**src/rtl/msi_cap_pkg.sv**
```systemverilog
package msi_cap_pkg;
  localparam int unsigned REG_AW = 12;
  localparam logic [REG_AW-1:0] OFS_TARGET = 12'h190;
  localparam logic [REG_AW-1:0] OFS_PEND   = 12'h194;
endpackage

```
**src/rtl/msi_match.sv**
```systemverilog
module msi_match #(
  parameter int unsigned VEC_N = 32,
  parameter int unsigned AW    = 32,
  parameter int unsigned DW    = 32
) (
  input  logic          in_valid,
  output logic          in_ready,
  input  logic [AW-1:0] in_addr,
  input  logic [DW-1:0] in_data,
  input  logic [AW-1:0] target,
  output logic          out_valid,
  input  logic          out_ready,
  output logic [AW-1:0] out_addr,
  output logic [DW-1:0] out_data,
  output logic [VEC_N-1:0] set_vec,
  output logic          bad_vec
);
  logic hit;
  assign hit       = in_valid && (in_addr == target);
  // a hit is always consumed; a miss waits for the downstream side
  assign in_ready  = hit ? 1'b1 : out_ready;
  assign out_valid = in_valid && !hit;
  assign out_addr  = in_addr;
  assign out_data  = in_data;
  assign bad_vec   = hit && (in_data >= DW'(VEC_N));

  for (genvar i = 0; i < VEC_N; i++) begin : g_dec
    assign set_vec[i] = hit && (in_data == DW'(i));
  end
endmodule

```
**src/rtl/msi_pending_bank.sv**
```systemverilog
module msi_pending_bank #(
  parameter int unsigned VEC_N = 32
) (
  input  logic             clk,
  input  logic             rst_n,
  input  logic [VEC_N-1:0] set_vec,
  input  logic [VEC_N-1:0] clr_vec,
  output logic [VEC_N-1:0] pend,
  output logic             any_pend
);
  for (genvar i = 0; i < VEC_N; i++) begin : g_bit
    always_ff @(posedge clk) begin
      if (!rst_n)          pend[i] <= 1'b0;
      else if (set_vec[i]) pend[i] <= 1'b1;   // new message beats clear
      else if (clr_vec[i]) pend[i] <= 1'b0;
    end
  end
  assign any_pend = |pend;
endmodule

```
**src/rtl/msi_regfile.sv**
```systemverilog
module msi_regfile
  import msi_cap_pkg::*;
#(
  parameter int unsigned     VEC_N      = 32,
  parameter int unsigned     AW         = 32,
  parameter logic [AW-1:0]   TARGET_RST = '0
) (
  input  logic              clk,
  input  logic              rst_n,
  input  logic              reg_we,
  input  logic [REG_AW-1:0] reg_addr,
  input  logic [31:0]       reg_wdata,
  output logic [31:0]       reg_rdata,
  input  logic [VEC_N-1:0]  pend,
  output logic [AW-1:0]     target,
  output logic [VEC_N-1:0]  clr_vec
);
  always_ff @(posedge clk) begin
    if (!rst_n)                               target <= TARGET_RST;
    else if (reg_we && reg_addr == OFS_TARGET) target <= AW'(reg_wdata);
  end

  assign clr_vec = (reg_we && reg_addr == OFS_PEND) ? VEC_N'(reg_wdata) : '0;

  always_comb begin
    unique case (reg_addr)
      OFS_TARGET: reg_rdata = 32'(target);
      OFS_PEND:   reg_rdata = 32'(pend);
      default:    reg_rdata = '0;
    endcase
  end
endmodule

```
**src/rtl/msi_capture.sv**
```systemverilog
module msi_capture
  import msi_cap_pkg::*;
#(
  parameter int unsigned   VEC_N      = 32,
  parameter int unsigned   AW         = 32,
  parameter int unsigned   DW         = 32,
  parameter logic [AW-1:0] TARGET_RST = 32'hFFFF_F000
) (
  input  logic              clk,
  input  logic              rst_n,
  input  logic              in_valid,
  output logic              in_ready,
  input  logic [AW-1:0]     in_addr,
  input  logic [DW-1:0]     in_data,
  output logic              out_valid,
  input  logic              out_ready,
  output logic [AW-1:0]     out_addr,
  output logic [DW-1:0]     out_data,
  input  logic              reg_we,
  input  logic [REG_AW-1:0] reg_addr,
  input  logic [31:0]       reg_wdata,
  output logic [31:0]       reg_rdata,
  output logic              msi_pending,
  output logic              msi_err
);
  logic [AW-1:0]    target_q;
  logic [VEC_N-1:0] pend_q;
  logic [VEC_N-1:0] set_vec;
  logic [VEC_N-1:0] clr_vec;
  logic             bad_vec;
  logic             err_q;

  msi_match #(.VEC_N(VEC_N), .AW(AW), .DW(DW)) u_match (
    .in_valid (in_valid),  .in_ready (in_ready),
    .in_addr  (in_addr),   .in_data  (in_data),
    .target   (target_q),
    .out_valid(out_valid), .out_ready(out_ready),
    .out_addr (out_addr),  .out_data (out_data),
    .set_vec  (set_vec),   .bad_vec  (bad_vec)
  );

  msi_pending_bank #(.VEC_N(VEC_N)) u_bank (
    .clk(clk), .rst_n(rst_n),
    .set_vec(set_vec), .clr_vec(clr_vec),
    .pend(pend_q), .any_pend(msi_pending)
  );

  msi_regfile #(.VEC_N(VEC_N), .AW(AW), .TARGET_RST(TARGET_RST)) u_regs (
    .clk(clk), .rst_n(rst_n),
    .reg_we(reg_we), .reg_addr(reg_addr), .reg_wdata(reg_wdata),
    .reg_rdata(reg_rdata),
    .pend(pend_q), .target(target_q), .clr_vec(clr_vec)
  );

  always_ff @(posedge clk) begin
    if (!rst_n) err_q <= 1'b0;
    else        err_q <= bad_vec;
  end
  assign msi_err = err_q;
endmodule

```
**config.mk**
```make
export PLATFORM = sky130hd
export DESIGN_NAME = msi_capture
export DESIGN_NICKNAME = d
export VERILOG_FILES = /design/src/rtl/msi_cap_pkg.sv /design/src/rtl/msi_match.sv /design/src/rtl/msi_pending_bank.sv /design/src/rtl/msi_regfile.sv /design/src/rtl/msi_capture.sv
export SDC_FILE = /design/constraint.sdc
export NUM_CORES = 1
export LEC_CHECK = 0
export BUFFER_PORTS_ARGS = -buffer_cell sky130_fd_sc_hd__clkbuf_2
export CAP_MARGIN = 20
export CORE_ASPECT_RATIO = 1.4
export CORE_UTILIZATION = 35
export CTS_CLUSTER_SIZE = 25
export DETAILED_ROUTE_END_ITERATION = 12
export SLEW_MARGIN = 30
export SYNTH_ARGS = -nofsm -noshare
export SYNTH_HDL_FRONTEND = slang
export SYNTH_SLANG_ARGS = --single-unit
```
**constraint.sdc**
```tcl
create_clock -name clk -period 3.1 [get_ports clk]
set_input_delay 0.775 -clock clk [delete_from_list [all_inputs] [get_ports clk]]
set_output_delay 0.775 -clock clk [all_outputs]
set_load 0.01 [all_outputs]
```
### Word-level counts from Yosys, hierarchy flattened

Index checks and enable logic that the tools add are counted.

| storage, ports and cells | value |
|---|---|
| register bits | 65 |
| latch bits | 0 |
| RAM bits | 0 |
| memory bits (read-only) | 0 |
| input port bits | 113 |
| output and inout port bits | 100 |
| word-level logic and storage cells | 208 |
| memories kept | 0 |

| cells by class | value |
|---|---|
| add/sub/neg operators | 0 |
| $mul | 0 |
| divide/modulo/power cells | 0 |
| magnitude comparators | 1 |
| equality and inequality tests | 34 |
| shift operators | 0 |
| mux-type cells | 67 |
| bitwise operators | 0 |
| reductions and logical operators | 72 |

Operators with widths:

| cell | count |
|---|---|
| $eq A32 B5 Y1 const B | 16 |
| $eq A32 B4 Y1 const B | 8 |
| $eq A32 B3 Y1 const B | 4 |
| $mux W1 | 65 |
| $eq A32 B2 Y1 const B | 2 |
| $pmux W32 S2 | 1 |
| $reduce_bool A2 Y1 | 32 |
| $logic_and A1 B1 Y1 | 37 |
| $eq A32 B1 Y1 const B | 1 |
| $eq A32 B32 Y1 | 1 |
| $ge A32 B6 Y1 const B | 1 |
| $logic_not A32 Y1 | 1 |
| $mux W32 | 1 |
| $reduce_or A32 Y1 | 1 |
| $eq A12 B9 Y1 const B | 2 |
| $logic_not A1 Y1 | 1 |

### Logic depth before layout (Yosys ltp)

| depth | value |
|---|---|
| depth after elaboration | 5 |
| mapped depth | 8 |
| depth with buffers taken out | 5 |

### By module

A second synthesis with hierarchy kept.

| unflattened totals | value |
|---|---|
| cells, all modules | 542 |
| area, all modules | 4593.2 sq um |

Modules (own cells, without submodules):

| module | times used | cells each | area each (sq um) | sequential area each (sq um) |
|---|---|---|---|---|
| msi_regfile | 1 | 253 | 2128.3 | 640.6 |
| msi_match | 1 | 177 | 1265.0 | 0.0 |
| msi_pending_bank | 1 | 110 | 1173.6 | 640.6 |
| msi_capture | 1 | 2 | 26.3 | 20.0 |

### Least setup slack after synthesis

OpenSTA, ideal clock, no wires.

| timing path | value |
|---|---|
| path kind | input port to output port |
| from | in in_addr[29] |
| to | out in_ready |
| arrival time | 1905 ps |
| slack | 420 ps |
| stages on the path | 6 |
| buffers on the path | 1 |
| path through | xnor2_1 -> nand4_1 -> nor4_2 -> nand2_2 -> clkbuf_1 -> o21bai_1 |

| on the way | value |
|---|---|
| cells in the longest elaborated chain, start to end | 3 |

RTL lines:

| item | line | source |
|---|---|---|
| start: declaration | msi_capture.sv:13 | `input logic [AW-1:0] in_addr,` |
| $eq A32 B32 Y1 | msi_match.sv:19 | `assign hit = in_valid && (in_addr == target);` |
| $logic_and A1 B1 Y1 | msi_match.sv:19 |  |
| $mux W1 | msi_match.sv:21 | `assign in_ready = hit ? 1'b1 : out_ready;` |
| end: declaration | msi_capture.sv:12 | `output logic in_ready,` |

Every way passes these cells.

### Final worst setup path

| timing path | value |
|---|---|
| from | in in_addr[25] |
| to | out in_ready |

Same word-level chain as after synthesis.

==> flow_summary.yaml <==
drt:
  finalWirelength_um: 14200
  drtIter0Drc: 312
  drt_pass1_iterations: 4
  via_per_inst: 5.29
  drtAntennaViolNets: 0
  vias: 4372
  drc: 0
  wire_per_inst_um: 17.2
place:
  dp.cells: 810
  gp_congestion: 0.854
  hpwl_um: 10900
  place_area_sq_mm: 0.00493
  numPortBuffers: 212
timing:
  hold_violations: 0
  fin_setup_tns_ns: 0
  worst_pin_slew_ns: 0.866
  max_freq_ghz: 0.330
  setup_violations: 0
  slew_headroom: 0.423
  rsz0062_at_grt: "false"
  drv_slew: 0
  final.setup_skew_ns: 0.00462
  min_period_over_period: 0.977
  period_minus_slack_ns: 3.03
cells_and_area:
  fin_area_sq_mm: 0.00524
  fin_util: 0.441
  finalNonFillerCells: 826
  final_common_cell: "clkbuf_2"
  final_nets: 787
  fill_cells: 1216
  final_cell_mix: "212 x clkbuf_2, 114 x nand2_1, 65 x dfxtp_1, 53 x nand3_1, 34 x nor2_1"
  diodes: 0
  drive_gt1_frac: 0.377
  areaGrowthSynthToFinish_pct: 22.6
setup_path:
  cp_slowest_cell: "nor4_2"
  crit_top_cell: "clkbuf_2"
  crit_type: "in -> out"
  critPathMaxStageDelay_ns: 0.55
  cp.required_ns: 2.32
  crit_path_start_kind: "input pin"
  rrSetupSlack_ns: 0.81
  path_max_fanout: 2
  end_kind: "primary output"
  crit_arrival_ns: 2.25
  cp_cell_sequence: "clkbuf_2 > xnor2_1 > nand4_1 > nor4_2 > nand2_2 > o21bai_1 > clkbuf_2"
yosys:
  yosys_register_bits: 65
  netlist-cell-type-count: 36
  synth.cell_area_sq_mm: 0.00427
  synth_warnings: 0
  avgSynthCellArea_sq_um: 7.86
  syn_nets: 656
  synth_seq_area_share: 0.305
  syn_inst: 543
floorplanning:
  start_util: 0.359
  num_rows: 47
  dieArea_sq_mm: 0.0127
  die_h_um: 133
  core_sq_mm: 0.0119
  die_w_um: 95.4
  ioPinCount: 213
job:
  drv_cap: 0
clocking:
  numCtsBuffers: 9
  cts_tree: "yes"
  root_buffer: "clkbuf_16"
  clkSlewWorstSetupHoldPaths_ns: 0.05
  h-tree-depth: 3
  cts_resized: 0
  postCtsSetupRepairBufs: 0
  hold_buffers: 0
  clock_sinks: 65
  cts_buffer_depth: 2
  clkLatencyLatePin_ns: 0.33
global_route:
  grt_pass1_vias: 4148
  antenna_found_initial: 0
  grt_max_degree: 65
  grt-ovfl-total: 0
  grt_pass1_wl_um: 21700
  globalRouteTotalUtil: 0.225
pwr:
  internal_power_mw: 1.65
  irDropWorstVdd_uv: 259
  power_density_mw_per_mm2: 410
  p_comb_frac: 0.128
  p_sw_mw: 0.501
  p_leak_nw: 2.37
  total_power_mw: 2.15
  clockPowerShare: 0.482
  switching_share: 0.233
  power_frac_seq: 0.390
status:
  outcome: "finished, final reports clean"
hold_path:
  hold_path_class: "reg -> reg"
[registers in the layout (all words and copies together) (netlist names)]
signal	count
u_regs.target	32
msi_err	1
u_bank.pend	32
[Yosys cell counts]
| cell type | n | area (sq um) |
|---|---|---|
| nand2_1 | 114 | 428 |
| buf_4 | 66 | 495 |
| dfxtp_1 | 65 | 1300 |
| nand3_1 | 53 | 265 |
| nor2_1 | 34 | 128 |
| mux2i_1 | 32 | 320 |
| xnor2_1 | 32 | 280 |
| nand4_1 | 27 | 169 |
| o21ai_0 | 16 | 80.1 |
| nor4_1 | 14 | 87.6 |
| buf_2 | 13 | 65.1 |
| clkbuf_1 | 12 | 45.0 |
| o41ai_2 | 12 | 195 |
| a21boi_1 | 10 | 75.1 |
| buf_1 | 6 | 22.5 |
| buf_6 | 4 | 45.0 |
| nor3b_1 | 4 | 30.0 |
| o41ai_1 | 4 | 35.0 |
| nor3_1 | 3 | 15.0 |
| a21boi_0 | 2 | 15.0 |
| and3_1 | 2 | 12.5 |
| and3b_1 | 2 | 17.5 |
| nor4_2 | 2 | 25.0 |
| nor4b_2 | 2 | 30.0 |
| a21oi_1 | 1 | 5.00 |
| and2_0 | 1 | 6.26 |
| and4_1 | 1 | 8.76 |
| inv_1 | 1 | 3.75 |
| nand2_2 | 1 | 6.26 |
| nand3_2 | 1 | 10.0 |
| nor2_2 | 1 | 6.26 |
| nor3b_2 | 1 | 12.5 |
| o21bai_1 | 1 | 7.51 |
| or2_1 | 1 | 6.26 |
| or2_2 | 1 | 6.26 |
| or3b_1 | 1 | 8.76 |
[path summary, 6_finish.rpt]
path                                                     start                            end  cells after the start
worst min register to register   u_regs.target[0]$_SDFFE_PN0P_  u_regs.target[0]$_SDFFE_PN0P_                      2
worst min-delay path             u_regs.target[0]$_SDFFE_PN0P_  u_regs.target[0]$_SDFFE_PN0P_                      2
worst max-delay path                               in_addr[25]                       in_ready                      7
worst max register to register  u_regs.target[25]$_SDFFE_PN1P_    u_bank.pend[2]$_SDFFE_PN0P_                      6
[critical path, delay by kind of cell]
kind / cells / cell delay, ns
xor+xnor: 1 / 0.26
buf+inv: 2 / 0.25
compound gates: 1 / 0.16
simple gates: 3 / 0.81
[logic make-up (layout without fill, tap and decap cells)]
group / count (synthesis) / count (layout) / synth area share
muxes: 32 / 32 / 0.0750
DFF: 65 / 65 / 0.305
buffers and inverters: 102 / 238 / 0.159
and+or+nand+nor: 266 / 266 / 0.299
xor gates and xnor gates: 32 / 32 / 0.0656
AOI/OAI and AO/OA: 46 / 46 / 0.0967
[metal layers]
| metal | global-route usage | routed length [um] | up-vias |
|---|---|---|---|
| met2 | 0.396 | 7280 | 216 |
| met3 | 0.0356 | 797 | 32 |
| li1 | - | - | 2084 |
| met1 | 0.265 | 5690 | 2040 |
| met5 | 0 | 0 | - |
| met4 | 0.0918 | 418 | 0 |
[power groups by stage]
stage	Sequential, mW	Clock [mW]	Combinational, mW
2_1_floorplan	0.854	0	0.169
5_1_grt	0.836	1.08	0.296
3_5_place_dp	0.854	0	0.275
6_report	0.836	1.04	0.274
3_3_place_gp	0.854	0	0.274
4_1_cts	0.836	1.05	0.276
[metrics by stage]
stage,setup slack [ns],hold WS [ns]
2_1_floorplan,0.420,0.454
3_5_place_dp,0.0571,0.477
4_1_cts,0.0540,0.481
5_1_grt,0.0157,0.503
3_3_place_gp,0.0366,0.476
6_report,0.0727,0.480
[final cells by class]
type / count / area (sq um) / share of cell area
multi-input combinational: 376 / 2300 / 0.439
sequential: 65 / 1300 / 0.248
timing repair buffer: 221 / 1140 / 0.218
clock buffer: 14 / 274 / 0.0523
tap: 147 / 184 / 0.0351
clock inverter: 2 / 35.0 / 0.00669
inverter: 1 / 3.75 / 0.000717
Note: power is estimated with default switching activity, not from simulation.
